[config.mk]
export PLATFORM = sky130hd
export DESIGN_NAME = dram_test_mode
export DESIGN_NICKNAME = d
export VERILOG_FILES = /design/src/rtl/dtm_pkg.sv /design/src/rtl/dtm_edge.sv /design/src/rtl/dtm_cycle_ctl.sv /design/src/rtl/dtm_cell_array.sv /design/src/rtl/dram_test_mode.sv
export SDC_FILE = /design/constraint.sdc
export NUM_CORES = 1
export LEC_CHECK = 0
export ABC_AREA = 0
export BUFFER_PORTS_ARGS = -buffer_cell sky130_fd_sc_hd__buf_2
export CELL_PAD_IN_SITES_DETAIL_PLACEMENT = 1
export CELL_PAD_IN_SITES_GLOBAL_PLACEMENT = 2
export CORE_MARGIN = 2
export CORE_UTILIZATION = 39
export DETAILED_ROUTE_END_ITERATION = 8
export GPL_TIMING_DRIVEN = 0
export PLACE_DENSITY_LB_ADDON = 0.1
export SYNTH_ARGS = -nofsm -noshare
export SYNTH_HDL_FRONTEND = slang
export SYNTH_HIERARCHICAL = 1
export SYNTH_SLANG_ARGS = --single-unit
[constraint.sdc]
create_clock -name clk -period 3.1 [get_ports clk]
set_input_delay 0.155 -clock clk [delete_from_list [all_inputs] [get_ports clk]]
set_output_delay 0.155 -clock clk [all_outputs]
set_load 0.005 [all_outputs]
[src/rtl/dtm_pkg.sv]
package dtm_pkg;
  // cycle classification codes
  typedef enum logic [2:0] {
    CY_IDLE    = 3'd0,
    CY_ROWOPEN = 3'd1,
    CY_ACCESS  = 3'd2,
    CY_ROR     = 3'd3,
    CY_CBR     = 3'd4,
    CY_TEST    = 3'd5
  } cyc_e;

  // three address bits are ignored in test mode -> groups of eight
  localparam int GRP_BITS = 3;
  localparam int GRP_N    = 1 << GRP_BITS;

  // pass when every bit of the group agrees
  function automatic logic grp_agree(input logic [GRP_N-1:0] b);
    return (&b) | ~(|b);
  endfunction
endpackage

[src/rtl/dtm_edge.sv]
module dtm_edge #(
  parameter int N = 2
) (
  input  logic         clk,
  input  logic         rst_n,
  input  logic [N-1:0] sig_n,
  output logic [N-1:0] prev_n,
  output logic [N-1:0] fall,
  output logic [N-1:0] rise
);
  always_ff @(posedge clk or negedge rst_n) begin
    if (!rst_n) prev_n <= '1;
    else        prev_n <= sig_n;
  end

  for (genvar i = 0; i < N; i++) begin : g_edge
    assign fall[i] = prev_n[i] & ~sig_n[i];
    assign rise[i] = ~prev_n[i] & sig_n[i];
  end
endmodule

[src/rtl/dtm_cycle_ctl.sv]
module dtm_cycle_ctl
  import dtm_pkg::*;
(
  input  logic clk,
  input  logic rst_n,
  input  logic cas_n,
  input  logic we_n,
  input  logic cas_q,
  input  logic ras_fall,
  input  logic ras_rise,
  input  logic cas_fall,
  output logic row_start,
  output logic acc_evt,
  output logic ror_evt,
  output logic cbr_evt,
  output logic ent_evt,
  output logic test_mode,
  output cyc_e cyc_type
);
  logic row_open_q, col_seen_q, refresh_start;
  cyc_e cyc_d;

  // column strobe low now and in the previous sample: refresh-type
  assign refresh_start = ras_fall & ~cas_n & ~cas_q;
  assign row_start     = ras_fall & ~refresh_start;
  assign acc_evt       = cas_fall & (row_open_q | row_start);
  assign ror_evt       = ras_rise & row_open_q & ~col_seen_q;
  assign cbr_evt       = refresh_start & we_n;
  assign ent_evt       = refresh_start & ~we_n;

  always_comb begin
    cyc_d = cyc_type;
    if (ent_evt)        cyc_d = CY_TEST;
    else if (cbr_evt)   cyc_d = CY_CBR;
    else if (acc_evt)   cyc_d = CY_ACCESS;
    else if (row_start) cyc_d = CY_ROWOPEN;
    else if (ror_evt)   cyc_d = CY_ROR;
  end

  always_ff @(posedge clk or negedge rst_n) begin
    if (!rst_n) begin
      test_mode  <= 1'b0;
      cyc_type   <= CY_IDLE;
      row_open_q <= 1'b0;
      col_seen_q <= 1'b0;
    end else begin
      cyc_type <= cyc_d;
      if (ent_evt)                test_mode <= 1'b1;
      else if (ror_evt | cbr_evt) test_mode <= 1'b0;
      if (row_start) begin
        row_open_q <= 1'b1;
        col_seen_q <= acc_evt;
      end else begin
        if (acc_evt)  col_seen_q <= 1'b1;
        if (ras_rise) row_open_q <= 1'b0;
      end
    end
  end
endmodule

[src/rtl/dtm_cell_array.sv]
module dtm_cell_array
  import dtm_pkg::*;
#(
  parameter int AW = 4
) (
  input  logic          clk,
  input  logic          rst_n,
  input  logic [AW-1:0] addr,
  input  logic          row_start,
  input  logic          acc_evt,
  input  logic          cas_rise,
  input  logic          we_n,
  input  logic          din,
  input  logic          test_mode,
  output logic [GRP_N-1:0] grp_bits,
  output logic          dout,
  output logic          dout_oe
);
  localparam int IW    = 2 * AW;
  localparam int DEPTH = 1 << IW;

  logic [DEPTH-1:0] cells;
  logic [AW-1:0]    row_q, cur_row;
  logic             stage_q, pend_q;

  function automatic logic [IW-1:0] cell_idx(input logic [AW-1:0] r, input logic [AW-1:0] c);
    return {r, c};
  endfunction

  // member k of the group: row MSB = k[2], column MSB = k[1], column LSB = k[0]
  function automatic logic [IW-1:0] grp_idx(input logic [AW-1:0] r, input logic [AW-1:0] c,
                                           input logic [GRP_BITS-1:0] k);
    logic [AW-1:0] rr, cc;
    rr = r; cc = c;
    rr[AW-1] = k[2];
    cc[AW-1] = k[1];
    cc[0]    = k[0];
    return {rr, cc};
  endfunction

  assign cur_row = row_start ? addr : row_q;

  always_ff @(posedge clk or negedge rst_n) begin
    if (!rst_n)         row_q <= '0;
    else if (row_start) row_q <= addr;
  end

  always_comb begin
    for (int k = 0; k < GRP_N; k++)
      grp_bits[k] = cells[grp_idx(cur_row, addr, GRP_BITS'(k))];
  end

  // storage is not reset, like the cells it models
  always_ff @(posedge clk) begin
    if (acc_evt && !we_n) begin
      if (test_mode) begin
        for (int k = 0; k < GRP_N; k++)
          cells[grp_idx(cur_row, addr, GRP_BITS'(k))] <= din;
      end else begin
        cells[cell_idx(cur_row, addr)] <= din;
      end
    end
  end

  always_ff @(posedge clk or negedge rst_n) begin
    if (!rst_n) begin
      dout    <= 1'b0;
      dout_oe <= 1'b0;
      stage_q <= 1'b0;
      pend_q  <= 1'b0;
    end else if (cas_rise) begin
      dout_oe <= 1'b0;
      pend_q  <= 1'b0;
    end else if (acc_evt && we_n) begin
      if (test_mode) begin
        stage_q <= grp_agree(grp_bits);
        pend_q  <= 1'b1;
      end else begin
        dout    <= cells[cell_idx(cur_row, addr)];
        dout_oe <= 1'b1;
      end
    end else if (pend_q) begin
      dout    <= stage_q;
      dout_oe <= 1'b1;
      pend_q  <= 1'b0;
    end
  end
endmodule

[src/rtl/dram_test_mode.sv]
module dram_test_mode
  import dtm_pkg::*;
#(
  parameter int AW = 4
) (
  input  logic          clk,
  input  logic          rst_n,
  input  logic          ras_n,
  input  logic          cas_n,
  input  logic          we_n,
  input  logic [AW-1:0] addr,
  input  logic          din,
  output logic          dout,
  output logic          dout_oe,
  output logic          test_mode,
  output logic [2:0]    cyc_type
);
  logic [1:0] strb_prev, strb_fall, strb_rise;
  logic ras_fall, ras_rise, cas_fall, cas_rise, cas_q;
  logic row_start, acc_evt, ror_evt, cbr_evt, ent_evt;
  logic [GRP_N-1:0] grp_bits;
  cyc_e cyc_w;

  dtm_edge #(.N(2)) u_edge (
    .clk(clk), .rst_n(rst_n), .sig_n({cas_n, ras_n}),
    .prev_n(strb_prev), .fall(strb_fall), .rise(strb_rise)
  );

  assign ras_fall = strb_fall[0];
  assign ras_rise = strb_rise[0];
  assign cas_fall = strb_fall[1];
  assign cas_rise = strb_rise[1];
  assign cas_q    = strb_prev[1];

  dtm_cycle_ctl u_ctl (
    .clk(clk), .rst_n(rst_n), .cas_n(cas_n), .we_n(we_n), .cas_q(cas_q),
    .ras_fall(ras_fall), .ras_rise(ras_rise), .cas_fall(cas_fall),
    .row_start(row_start), .acc_evt(acc_evt), .ror_evt(ror_evt),
    .cbr_evt(cbr_evt), .ent_evt(ent_evt), .test_mode(test_mode), .cyc_type(cyc_w)
  );

  assign cyc_type = cyc_w;

  dtm_cell_array #(.AW(AW)) u_arr (
    .clk(clk), .rst_n(rst_n), .addr(addr), .row_start(row_start),
    .acc_evt(acc_evt), .cas_rise(cas_rise), .we_n(we_n), .din(din),
    .test_mode(test_mode), .grp_bits(grp_bits), .dout(dout), .dout_oe(dout_oe)
  );
endmodule

# Word level (Yosys, flattened, before mapping)
# Index checks and enable logic that the tools add are counted.
# op_classes
shift	0
muxes	68
order_cmp	18
n_addsub	0
bitwise	24
eq_ne	3
n_mul	0
div_mod_pow	0
n_reduce_logical	23
# op_table
cell	count
256-bit bitwise mux	9
256-bit 2-to-1 mux	1
8-bit by 9-bit < comparator with 1-bit output (second input constant)	5
1-bit binary-select mux with 5-bit select	8
1-bit demux with 5-bit select	8
8-bit by 1-bit >= comparator with 1-bit output (second input constant)	5
7-bit by 9-bit < comparator with 1-bit output (second input constant)	4
1-bit 2-to-1 mux	34
7-bit by 1-bit >= comparator with 1-bit output (second input constant)	4
3-bit 2-to-1 mux	5
1-bit bitwise AND	12
1-bit logical AND	11
1-bit NOT	9
1-bit binary-select mux with 8-bit select	1
1-bit demux with 8-bit select	1
8-bit AND reduction	1
2-bit nonzero test	4
8-bit OR reduction	1
3-bit inequality test (second input constant)	2
3-bit AND reduction	2
5-bit nonzero test	1
4-bit 2-to-1 mux	1
1-bit OR	3
3-bit nonzero test	1
3 further kinds	3
# word_totals
mem_bits_rw	0
rom_bits	0
latchBits	0
out_inout_bits	6
mem_count	0
in_bits	10
reg_bits	272

# Logic depth before layout (Yosys ltp)
# logic_depth
word_depth	20
depth_mapped	13
depth_no_buf	11

# Modules after synthesis
# Netlist, hierarchy kept.
# by_module_without_submodules
mod	area_per_inst_um2	n_inst	cells_per_inst
dtm_cell_array	16430.8	1	1595
dtm_cycle_ctl	311.5	1	32
dtm_edge	87.6	1	6

# Worst setup path before layout
# OpenSTA, ideal clock, no wires.
# synth_timing
kind	reg-to-reg
start	register u_edge.prev_n[0]
end	register u_arr.stage_q
setup_time_ns	0.084
path_buffers	2
arrival_time_ns	3.157
t_required_ns	3.016
slack_ns	-0.141
stages_incl_launch_ff	13
cell_sequence	dfstp_2 and2b_2 o21ai_0 inv_1 buf_6 mux2i_1 buf_2 mux2i_1 nor2_1 o32ai_1 nand4_1 or4b_1 a41oi_2
# synth_via
elab_chain_len	11
elab_cells_between_ends	30
classes_between	mux: 17; bitwise: 9; reduce/logical: 4
# synth_rtl
item	line_no	text
from (decl)	dtm_edge.sv:7	output logic [N-1:0] prev_n,
from (signal assigned)	dtm_edge.sv:13	else prev_n <= sig_n;
1-bit bitwise AND *	dtm_edge.sv:17	assign fall[i] = prev_n[i] & ~sig_n[i];
net strb_fall[0]	dram_test_mode.sv:18	logic [1:0] strb_prev, strb_fall, strb_rise;
1-bit bitwise AND (2 in a row)	dtm_cycle_ctl.sv:24	assign refresh_start = ras_fall & ~cas_n & ~cas_q;
1-bit NOT	dtm_cycle_ctl.sv:25	assign row_start = ras_fall & ~refresh_start;
1-bit bitwise AND *	dtm_cycle_ctl.sv:25	
net row_start	dram_test_mode.sv:20	logic row_start, acc_evt, ror_evt, cbr_evt, ent_evt;
4-bit 2-to-1 mux	n/a	
1-bit binary-select mux with 5-bit select	dtm_cell_array.sv:50	grp_bits[k] = cells[grp_idx(cur_row, addr, GRP_BITS'(k))];
1-bit 2-to-1 mux (implied by the code)	dtm_cell_array.sv:50	
8-bit OR reduction	dtm_pkg.sv:18	return (&b) | ~(|b);
1-bit NOT	dtm_pkg.sv:18	
1-bit OR	dtm_pkg.sv:18	
to (signal assigned)	dtm_cell_array.sv:76	stage_q <= grp_agree(grp_bits);
to (decl)	dtm_cell_array.sv:24	logic stage_q, pend_q;
# The timed path passes the listed nets; every way through them passes the cells marked *. The select of a mux whose other input is x is not followed.
# A chain may end at the register's enable or synchronous reset.

# Final worst setup path
# layout_timing
start	input port addr[2]
end	register u_arr.stage_q
# layout_via
elab_chain_len	6
elab_cells_between_ends	21
classes_between	mux: 17; bitwise: 2; reduce/logical: 2
# layout_rtl
item	line_no	text
from (decl)	dram_test_mode.sv:11	input logic [AW-1:0] addr,
4-bit 2-to-1 mux	n/a	
1-bit binary-select mux with 5-bit select *	dtm_cell_array.sv:50	
1-bit 2-to-1 mux (implied by the code) *	dtm_cell_array.sv:50	
net grp_bits[0]	dram_test_mode.sv:21	logic [GRP_N-1:0] grp_bits;
8-bit OR reduction	dtm_pkg.sv:18	
1-bit NOT	dtm_pkg.sv:18	
1-bit OR *	dtm_pkg.sv:18	
# Marks and branches as above.

==> metrics.csv <==
stage;metric;value;unit
placed_design;HPWL after DPL;59900;um
sta;hold violation total from the final report;0;
flow_run;max cap viols;0;
power;power consumption;0.0115;W
routing;post-DR wirelength/cell;37.9;um
run_status;failing checks;setup timing;
yosys;Yosys warning total;6;
clock_tree;clock transition at the registers of the reported paths;60;ps
global_routing;number of global-route vias before repair;15400;
setup_path;maximum fanout encountered on the critical timing path;10;
run_status;run status;finished with violations;
clock_tree;clock buffers created by TritonCTS;37;
power;Pwr Density;582;mW/mm^2
clock_tree;clock insertion delay at the later pin of the skew report;580;ps
finish;most used cells in the layout excluding fill and tap cells;nor2_1 (539), a21oi_1 (261), edfxtp_1 (256);
finish;P&R area growth vs syn;17.2;%
power;clock network fraction of total power;0.365;
finish;fraction of final layout cells with drive strength greater than 1;0.230;
power;Comb pwr share;0.267;
routing;Via density;6.84;
setup_path;cell with the most instances on the worst path;buf_2;
power;share of total power in sequential cells;0.367;
setup_path;Reg2Reg Depth;12;
power;leakage power;6.40;nW
power;switching share of total power;0.347;
global_routing;global routing met3 resource utilization;0.106;
sta;minimum period implied by the final worst setup slack;3360;ps
setup_path;kind of critical path;in2reg;
power;power spent charging and discharging nets;0.00397;W
clock_tree;maximum buffer depth of the clock tree;3;
setup_path;sort of element at the start of the critical path;input port;
setup_path;Slowest cell on crit path;clkdlybuf4s15_1;
die;placeable core region;0.0428;mm^2
setup_path;Crit path depth;9;
yosys;post-synthesis cell area;0.0168;mm^2
global_routing;wire length of the first global-routing pass;119000;um
setup_path;CP endpoint kind;flop;
global_routing;remaining global-route overflow;0;
setup_path;required time worst endpoint;3570;ps
die;die span in y;212;um
routing;Initial DRC Count;2328;
setup_path;Worst path max stage delay;900;ps
yosys;number of instances in the synthesized netlist;1627;
global_routing;met1 usage in global routing;0.520;
clock_tree;H-tree levels;2;
power;VDD IR max;402;uV
routing;overall via count from detail_route;15600;
clock_tree;TritonCTS clock tree;done;
setup_path;WP buf/inv;3;
sta;count of endpoints failing setup in the final report;35;
global_routing;Total GRT Usage;0.393;
placed_design;final weighted congestion in routability-driven placement;0.971;
finish;Util after Layout;0.460;
sta;post-route worst setup slack;-260;ps
routing;DR pass1 iterations;5;
die;die width;212;um
global_routing;GR met2 Demand/Resource;0.590;
yosys;synthesized netlist net count;1637;
die;I/O Pins;16;
global_routing;most heavily used metal layer in global routing;met2;
sta;worst slew pin tran;1420;ps
global_routing;initial antenna violation count;2;
clock_tree;total clock sinks;272;
sta;achievable frequency;298;MHz
setup_path;kind of cell with the highest combined delay on the critical path;buffers and inverters;
routing;Final ANT Viol Nets;0;
finish;final net count;1726;
setup_path;Worst EP arrival;3830;ps
sta;Max Slew Vio Count;0;
sta;Fin Hold WS;93.6;ps
finish;most common cell after layout, fill and taps aside;nor2_1;
sta;clk_skew;26.3;ps
yosys;syn avg cell area;10.3;um^2
sta;worst slew margin relative to its limit;0.0535;
routing;DRC errors left;0;
sta;post-route clock period utilization;1.08;
power;Power Internal;0.00748;W
sta;Setup TNS;-1960;ps
die;starting density of the core;0.393;
global_routing;largest net degree at the start of global routing;17;
min_path;min-delay worst type;in2async;
clock_tree;root buffer cell;clkbuf_16;
placed_design;count of buffers inserted at the top-level ports;13;
die;standard-cell row count;76;
routing;Detailed Route WL;86800;um
setup_path;sequence of cells on the critical path;buf_2 > buf_2 > clkdlybuf4s15_1 > mux4_2 > a22oi_2 > o2bb2ai_1 > a211o_1 > or4b_4 > a41oi_2;
die;floorplan die area;0.0448;mm^2
sta;unrepaired setup endpoints after global routing;true;
==> path summary, 6_finish.rpt <==
| kind | to | slack [ps] | from |
|---|---|---|---|
| setup / recovery | u_arr/stage_q | -260 | addr[2] |
| min in group clk | u_ctl/row_open_q | 160 | ras_n |
| hold / removal | u_arr/row_q[3] | 90 | rst_n |
| setup reg to reg | u_arr/stage_q | -170 | u_edge/prev_n[0] |
| hold reg to reg | u_arr/dout_oe | 500 | u_arr/dout_oe |
| max in group asynchronous | u_edge/prev_n[0] | 2650 | rst_n |
==> through the flow <==
step                instance area (um^2)  setup slack [ps]  std cells
floorplan                          16800              8.92       1627
detailed placement                 17600             -2360       2191
global placement                   17600             -2520       2186
finish                             19700              -260       2287
CTS                                19500              -140       2274
global route                       19700              -243       2284
==> layer usage <==
layer / vias to the layer above / part of all wire
met2: 1171 / 0.44
met3: 271 / 0.13
met4: 2 / 0.061
met5: - / 0.00018
li1: 6156 / -
met1: 8038 / 0.38
==> worst register-to-register path, delay by kind of cell, from the launching register on <==
family                 cells  cell delay [ps]
DFF                        1              530
AOI/OAI and AO/OA          5              900
buffers and inverters      3              370
and+or+nand+nor            3             1070
muxes                      1              330
==> layout make-up <==
class,count,area [um^2]
clock buffers,50,1060
flip-flops and latches,272,8090
repair buffers,54,420
well taps,546,683
plain buffers,121,816
multi-input cells,1218,8490
fillers,4695,23100
inverters,12,50.0
diodes,3,7.51
clock inverters,11,75.1
==> state kept, by name, summed over array words and instances, names as in the netlist <==
| register | cells |
|---|---|
| u_arr/cells | 256 |
| u_arr/row_q | 4 |
| u_ctl/cyc_type | 3 |
| u_edge/prev_n | 2 |
| u_arr/dout | 1 |
| u_arr/dout_oe | 1 |
| u_arr/pend_q | 1 |
| u_arr/stage_q | 1 |
| u_ctl/col_seen_q | 1 |
| u_ctl/row_open_q | 1 |
| u_ctl/test_mode | 1 |
==> repair_timing <==
action / CTS / global route
hold buffers: 5 / 0
pin swaps: 13 / 11
setup buffers: 19 / 12
endpoints found under the hold margin: 21 / 0
endpoints found under the setup margin: 515 / 291
resized for setup: 171 / 49
==> power by group through the flow <==
stage	clock network, W	logic [W]	registers, W
3_3_place_gp	0	0.00262	0.00427
6_report	0.00418	0.00306	0.00421
3_5_place_dp	0	0.00268	0.00427
2_1_floorplan	0	0.00157	0.00426
4_1_cts	0.00424	0.00288	0.00420
5_1_grt	0.00434	0.00316	0.00421
(Power assumes the default switching activity.)
